## src/rtl/strap_pkg.sv

```systemverilog
package strap_pkg;

  // Strobes from the window control to the pad datapath
  typedef struct packed {
    logic inReset;   // window running, pad released with pull-up
    logic qualEn;    // synchronizer filled, sampled highs clear qualification
    logic icpMode;   // latched programming mode
  } strapStrobe_t;

endpackage

```

## src/rtl/strap_ctrl.sv

```systemverilog
module strap_ctrl
  import strap_pkg::*;
#(
  parameter int CNT_W       = 22,
  parameter int SYNC_STAGES = 2
) (
  input  logic             clk,
  input  logic             rawRstN,
  input  logic [CNT_W-1:0] porLen,
  input  logic             lowQualified,
  output strapStrobe_t     strobe
);

  localparam logic [CNT_W-1:0] FILL_CNT = CNT_W'(SYNC_STAGES);

  logic [CNT_W-1:0] winCnt;
  logic             inReset;
  logic             icpLatched;
  logic [CNT_W:0]   nextCnt;
  logic             expire;

  assign nextCnt = {1'b0, winCnt} + 1'b1;
  // porLen of 0 behaves like 1
  assign expire  = nextCnt >= {1'b0, porLen};

  always_ff @(posedge clk or negedge rawRstN) begin
    if (!rawRstN) begin
      winCnt     <= '0;
      inReset    <= 1'b1;
      icpLatched <= 1'b0;
    end else if (inReset) begin
      if (expire) begin
        inReset    <= 1'b0;
        icpLatched <= lowQualified;
      end else begin
        winCnt <= nextCnt[CNT_W-1:0];
      end
    end
  end

  always_comb begin
    strobe.inReset = inReset;
    strobe.qualEn  = inReset && (winCnt >= FILL_CNT);
    strobe.icpMode = icpLatched;
  end

endmodule

```

## src/rtl/strap_datapath.sv

```systemverilog
module strap_datapath
  import strap_pkg::*;
#(
  parameter int SYNC_STAGES = 2
) (
  input  logic         clk,
  input  logic         rawRstN,
  input  strapStrobe_t strobe,
  input  logic         padIn,
  input  logic         userOut,
  input  logic         serTxLow,
  input  logic         wdtEnable,
  output logic         lowQualified,
  output logic         padOe,
  output logic         padOut,
  output logic         padPullup,
  output logic         serRx,
  output logic         cpuHalt,
  output logic         periphDisable,
  output logic         wdtRefresh
);

  localparam int LAST = SYNC_STAGES - 1;

  logic [LAST:0] syncReg;
  logic          syncPin;
  logic          qualify;

  // Reset to ones: an undriven pad reads high through its pull-up
  always_ff @(posedge clk or negedge rawRstN) begin
    if (!rawRstN) syncReg <= '1;
    else          syncReg <= {syncReg[LAST-1:0], padIn};
  end

  assign syncPin = syncReg[LAST];

  always_ff @(posedge clk or negedge rawRstN) begin
    if (!rawRstN)                     qualify <= 1'b1;
    else if (strobe.qualEn && syncPin) qualify <= 1'b0;
  end

  assign lowQualified = qualify && !syncPin;

  always_comb begin
    if (strobe.inReset) begin
      padOe     = 1'b0;
      padOut    = 1'b0;
      padPullup = 1'b1;
      serRx     = 1'b1;
    end else if (strobe.icpMode) begin
      padOe     = serTxLow;   // open drain: enable only to pull low
      padOut    = 1'b0;
      padPullup = 1'b1;
      serRx     = syncPin;
    end else begin
      padOe     = 1'b1;
      padOut    = userOut;
      padPullup = 1'b0;
      serRx     = 1'b1;
    end
  end

  assign cpuHalt       = strobe.icpMode;
  assign periphDisable = strobe.icpMode;
  assign wdtRefresh    = strobe.icpMode && wdtEnable;

endmodule

```

## src/rtl/prog_strap_ctrl.sv

```systemverilog
module prog_strap_ctrl
  import strap_pkg::*;
#(
  parameter int CNT_W       = 22,
  parameter int SYNC_STAGES = 2
) (
  input  logic             clk,
  input  logic             rawRstN,
  input  logic [CNT_W-1:0] porLen,
  input  logic             padIn,
  input  logic             userOut,
  input  logic             serTxLow,
  input  logic             wdtEnable,
  output logic             porActive,
  output logic             padOe,
  output logic             padOut,
  output logic             padPullup,
  output logic             serRx,
  output logic             icpMode,
  output logic             cpuHalt,
  output logic             periphDisable,
  output logic             wdtRefresh
);

  strapStrobe_t strobe;
  logic         lowQualified;

  strap_ctrl #(.CNT_W(CNT_W), .SYNC_STAGES(SYNC_STAGES)) u_ctrl (
    .clk          (clk),
    .rawRstN      (rawRstN),
    .porLen       (porLen),
    .lowQualified (lowQualified),
    .strobe       (strobe)
  );

  strap_datapath #(.SYNC_STAGES(SYNC_STAGES)) u_dp (
    .clk           (clk),
    .rawRstN       (rawRstN),
    .strobe        (strobe),
    .padIn         (padIn),
    .userOut       (userOut),
    .serTxLow      (serTxLow),
    .wdtEnable     (wdtEnable),
    .lowQualified  (lowQualified),
    .padOe         (padOe),
    .padOut        (padOut),
    .padPullup     (padPullup),
    .serRx         (serRx),
    .cpuHalt       (cpuHalt),
    .periphDisable (periphDisable),
    .wdtRefresh    (wdtRefresh)
  );

  assign porActive = strobe.inReset;
  assign icpMode   = strobe.icpMode;

endmodule

```

## config.mk

```make
export PLATFORM = sky130hd
export DESIGN_NAME = prog_strap_ctrl
export DESIGN_NICKNAME = d
export VERILOG_FILES = /design/src/rtl/strap_pkg.sv /design/src/rtl/strap_ctrl.sv /design/src/rtl/strap_datapath.sv /design/src/rtl/prog_strap_ctrl.sv
export SDC_FILE = /design/constraint.sdc
export NUM_CORES = 1
export LEC_CHECK = 0
export BUFFER_PORTS_ARGS = -buffer_cell sky130_fd_sc_hd__buf_4
export CELL_PAD_IN_SITES_DETAIL_PLACEMENT = 1
export CELL_PAD_IN_SITES_GLOBAL_PLACEMENT = 1
export CORE_UTILIZATION = 44
export CTS_CLUSTER_DIAMETER = 60
export DETAILED_ROUTE_END_ITERATION = 12
export PLACE_DENSITY = 0.83
export SLEW_MARGIN = 20
export SYNTH_ARGS = -nofsm -noshare
export SYNTH_HDL_FRONTEND = slang
export SYNTH_SLANG_ARGS = --single-unit
```

## constraint.sdc

```tcl
create_clock -name clk -period 3.85 [get_ports clk]
set_input_delay 0.385 -clock clk [delete_from_list [all_inputs] [get_ports clk]]
set_output_delay 0.385 -clock clk [all_outputs]
set_load 0.1 [all_outputs]
```

# After elaboration in Yosys (flattened, before gate mapping)
# Index checks and enable logic that the tools add are counted.
[op_classes] mux=10 n_bitwise=1 add_sub_neg=1 n_reduce_logical=7 n_lt_le_gt_ge=2
[ops] op="$add A22 B1 Y23 const B" count=1
[ops] op="$ge A23 B22 Y1" count=1
[ops] op="$ge A22 B2 Y1 const B" count=1
[ops] op="$mux W1" count=10
[ops] op="$logic_and A1 B1 Y1" count=4
[ops] op="$reduce_and A2 Y1" count=2
[ops] op="$logic_not A1 Y1" count=1
[ops] op="$not A1 Y1" count=1
[totals] register_bits=27 wordCells=26

# Longest topological paths before layout
[depth] depth_word=4 mapped_depth=15 depth_no_buf=13

# Hierarchy
# Synthesis repeated with hierarchy kept, for this count alone.
[unflattened] cells_unflattened=243 area_unflattened_um2=2195.9
[by_module_without_submodules] module="strap_ctrl" seq_area_each_um2=601.8 area_each_um2=2045.7 cells_per_inst=228 n_inst=1
[by_module_without_submodules] module="strap_datapath" seq_area_each_um2=78.8 area_each_um2=150.1 cells_per_inst=15 n_inst=1

# Least setup slack after synthesis
# Ideal clock, no wire load.
[synth_path] path_kind="register to register" start="register u_ctrl.winCnt[1]" end="register u_ctrl.winCnt[1]" setup_ns=0.125 n_path_buf=0 required_ns=3.725 t_arrival_ns=3.250 path_stages_with_launch=14 path_slack_ns=0.476 cell_sequence="dfrtp_1 -> ha_1 -> nand3_4 -> nor4_4 -> nand4_1 -> nor2_1 -> xor2_1 -> ha_1 -> nand3_1 -> nor4_1 -> a221oi_1 -> or3b_4 -> nor3_2 -> mux2_2"
[synth_via] elab_chain_cells=4
[synth_rtl] element="from (decl)" line="strap_ctrl.sv:16" text="logic [CNT_W-1:0] winCnt;"
[synth_rtl] element="from (signal assigned)" line="strap_ctrl.sv:36" text="winCnt <= nextCnt[CNT_W-1:0];"
[synth_rtl] element="$add A22 B1 Y23" line="strap_ctrl.sv:22" text="assign nextCnt = {1'b0, winCnt} + 1'b1;"
[synth_rtl] element="via u_ctrl.nextCnt[20]" line="strap_ctrl.sv:19" text="logic [CNT_W:0] nextCnt;"
[synth_rtl] element="$ge A23 B22 Y1" line="strap_ctrl.sv:24" text="assign expire = nextCnt >= {1'b0, porLen};"
[synth_rtl] element="$not A1 Y1 (no line)"
[synth_rtl] element="$reduce_and A2 Y1 (no line)"
# The timed path passes the listed nets, and every way through them passes these cells.
# A chain may end at the register's enable or synchronous reset.

# Worst setup path in the final report
[layout_path] start="register u_ctrl.winCnt[0]" end="register u_ctrl.winCnt[14]"
# Same word-level chain as after synthesis.

==> results_dict.tcl <==
set metrics [dict create \
    met1_length_mm 2.48 \
    setup_viol 0 \
    switching_share_pct 28.5 \
    grt-ovfl-total 0 \
    path_cells "buf_4 > nand3_2 > nor4_1 > buf_4 > nand3_1 > xnor2_1 > ha_1 > nand4_1 > nor2_1 > a221oi_2 > or3b_4 > buf_4 > nor3_1 > xor2_1" \
    syn-num-nets 300 \
    synth_ff_type "dfrtp_1" \
    first_pass_iters 4 \
    fin_util_pct 54.6 \
    cts.root.buffer_cell "clkbuf_8" \
    ys_top_cells_by_area "dfrtp_1, ha_1, xor2_1" \
    cts_buffers 3 \
    ys_types 45 \
    rr_endpoint "u_ctrl.winCnt[14]" \
    synth_area_um2 2350 \
    skew_ps 5.65 \
    maxSlewHeadroom_pct 41.5 \
    cts_hold_buffers 0 \
    critical-path-top-delay-family "simple AND/OR/NAND/NOR gates" \
    power_density_nw_per_um2 212 \
    crit_path_top_delay_cell "or3b_4" \
    path_class "flop to flop" \
    tns_ps 0 \
    core_area_um2 5110 \
    ys_ff_latch 27 \
    slew_viol_final 0 \
    fin_crit_ps 3630 \
    hold_ws_ps 11.8 \
    cpMostUsedCell "buf_4" \
    status "completed" \
    clock_path_buffers 2 \
    die_area_um2 5630 \
    synth.avg_cell_area_um2 9.46 \
    cts_tree "built" \
    p_leak_nw 1.16 \
    synth_top_cell_by_area "dfrtp_1" \
    grt_pass1_vias 2051 \
    met2_length_mm 2.88 \
    avgViaCountPerCell 5.42 \
    arrival_ps 3840 \
    reg2reg_from "u_ctrl.winCnt[0]" \
    wl_mm 5.63 \
    yosysSeqAreaShare_pct 29.0 \
    ant_nets 0 \
    ir_drop_mv 0.151 \
    cp_data_required_time_ps 4050 \
    drive_gt1_share_pct 32.2 \
    crit_path_max_fanout 11 \
    numPortBuffers 36 \
    synth_edf_count 0 \
    wl_per_cell_um 15.8 \
    num_rows 26 \
    max_stage_delay_ps 460 \
    synth.most_common_cell "xor2_1" \
    async_flop_share_pct 100 \
    drv_cap 0 \
    yosys-top-cells-count "xor2_1, inv_1, ha_1, dfrtp_1, nand2_1" \
    p_seq_share_pct 49.9 \
    detailedRoute.firstIterationViolations 96 \
    clk-insertion-delay-late_ps 280 \
    setup_ws_ps 218 \
    clkPwrFrac_pct 28.2 \
    synth.top_cell.area_share_pct 24.5 \
    crit_buf_inv 3 \
    critical_path.endpoint_type "flop" \
    wl_met3_um 172 \
    fp.dieH_um 75.0 \
    vias 1931 \
    power.switching_mw 0.168 \
    cts_num_sinks 27 \
    drc 0 \
    antennaDiodeCount 0 \
    fin_crit_sh_pct 94.3 \
    grt_pass1_wl_mm 9.25 \
    start_kind "flop" \
    timing.fmax_mhz 275 \
    combPwrFrac_pct 21.9 \
    worst_slew_pin_slew_ps 876 \
    ios 37 \
    clk_pin_slew_worst_paths_ps 100 \
    die_width_um 75.0 \
    grt_max_degree 28 \
    dp_hpwl_mm 4.25 \
    antenna_found_initial 0 \
    track_usage_pct 21.5 \
    place_ws_ps 50.1 \
    finalHoldViolCount 0 \
    place_congestion 0.788 \
    postSynthCellCount 248 \
    finalNetCount 339 \
    start_util_pct 45.9 \
    yosys_warnings 0 \
    p_int_mw 0.422 \
    ff2ff_setup_slack_ps 220 \
    hold_class "input port to asynchronous set/reset pin" \
    area_delta_synth_final_pct 18.9 \
    r2r_cells 14 \
    ctsHtreeMaxLevel 1 \
    top_layer_used "met4" \
]
-- cells by family (layout without fill, tap and decap cells) --
logic type                 after synthesis  in the layout  synth area share, %
AOI/OAI and AO/OA                       19             19                 5.07
buffers and inverters                   43             80                 8.69
DFF                                     27             27                 29.0
muxes                                    2              2                0.960
xor gates and xnor gates                41             41                 15.3
and+or+nand+nor                         92             93                 28.2
adders and majority gates               24             24                 12.8
-- worst max-delay path by stage --
stage                             end  cells after the start  slack [ps]             start
floorplan            u_ctrl.winCnt[1]                     13         480  u_ctrl.winCnt[1]
global placement    u_ctrl.winCnt[15]                     13         190  u_ctrl.winCnt[2]
detailed placement  u_ctrl.winCnt[17]                     14          50  u_ctrl.winCnt[1]
CTS                 u_ctrl.winCnt[14]                     14          30  u_ctrl.winCnt[1]
global route        u_ctrl.winCnt[17]                     13          -3  u_ctrl.winCnt[8]
finish              u_ctrl.winCnt[14]                     14         220  u_ctrl.winCnt[0]
-- metrics by stage --
step / area, um2 / power [mW] / instances
6_report: 2790 / 0.591 / 356
4_1_cts: 2750 / 0.587 / 352
5_1_grt: 2790 / 0.619 / 356
3_5_place_dp: 2700 / 0.422 / 348
2_1_floorplan: 2350 / 0.374 / 248
3_3_place_gp: 2700 / 0.416 / 348
-- power by group through the flow --
stage	sequential (mW)	combinational [mW]	clock (mW)
after global placement	0.299	0.116	0
after detailed placement	0.300	0.122	0
after global routing	0.295	0.147	0.177
after CTS	0.295	0.123	0.169
after floorplan	0.298	0.0753	0
final	0.295	0.129	0.166
-- state kept, by name, summed over array words and instances (netlist names) --
signal and count:
u_ctrl.icpLatched 1, u_ctrl.inReset 1, u_ctrl.winCnt 22, u_dp.qualify 1, u_dp.syncReg 2
-- routing by layer --
layer / up-vias / global-route usage [%]
li1: 940 / -
met5: - / 0
met3: 6 / 3.75
met4: 0 / 4.82
met2: 39 / 38.0
met1: 946 / 27.3
-- cells in the final DEF, fill, tap and decap left out, drive strengths merged, types with 3 or more instances in the layout --
cell type and count:
inv 27, dfrtp 23, nand3 12, nor2 7, dfstp 4, clkbuf 3
buf 49, nand4 10, xor2 29, nor4 20, a21oi 9, and3 3
nand2 19, nor3 9, xnor2 12, ha 24, o21ai 3
-- layout make-up --
| class | instances | area (um2) |
|---|---|---|
| inverters | 27 | 101 |
| fillers | 595 | 2320 |
| clock buffers | 3 | 41.3 |
| flip-flops and latches | 27 | 684 |
| clock inverters | 1 | 5.00 |
| multi-input cells | 179 | 1490 |
| repair buffers | 49 | 380 |
| well taps | 70 | 87.6 |
-- what timing repair did --
action	CTS	global route
pin swaps	0	4
buffers inserted	0	3
gates resized for setup	2	6
cloned	0	1
setup endpoints to repair	1	15
Power figures use the tool's default switching activity.
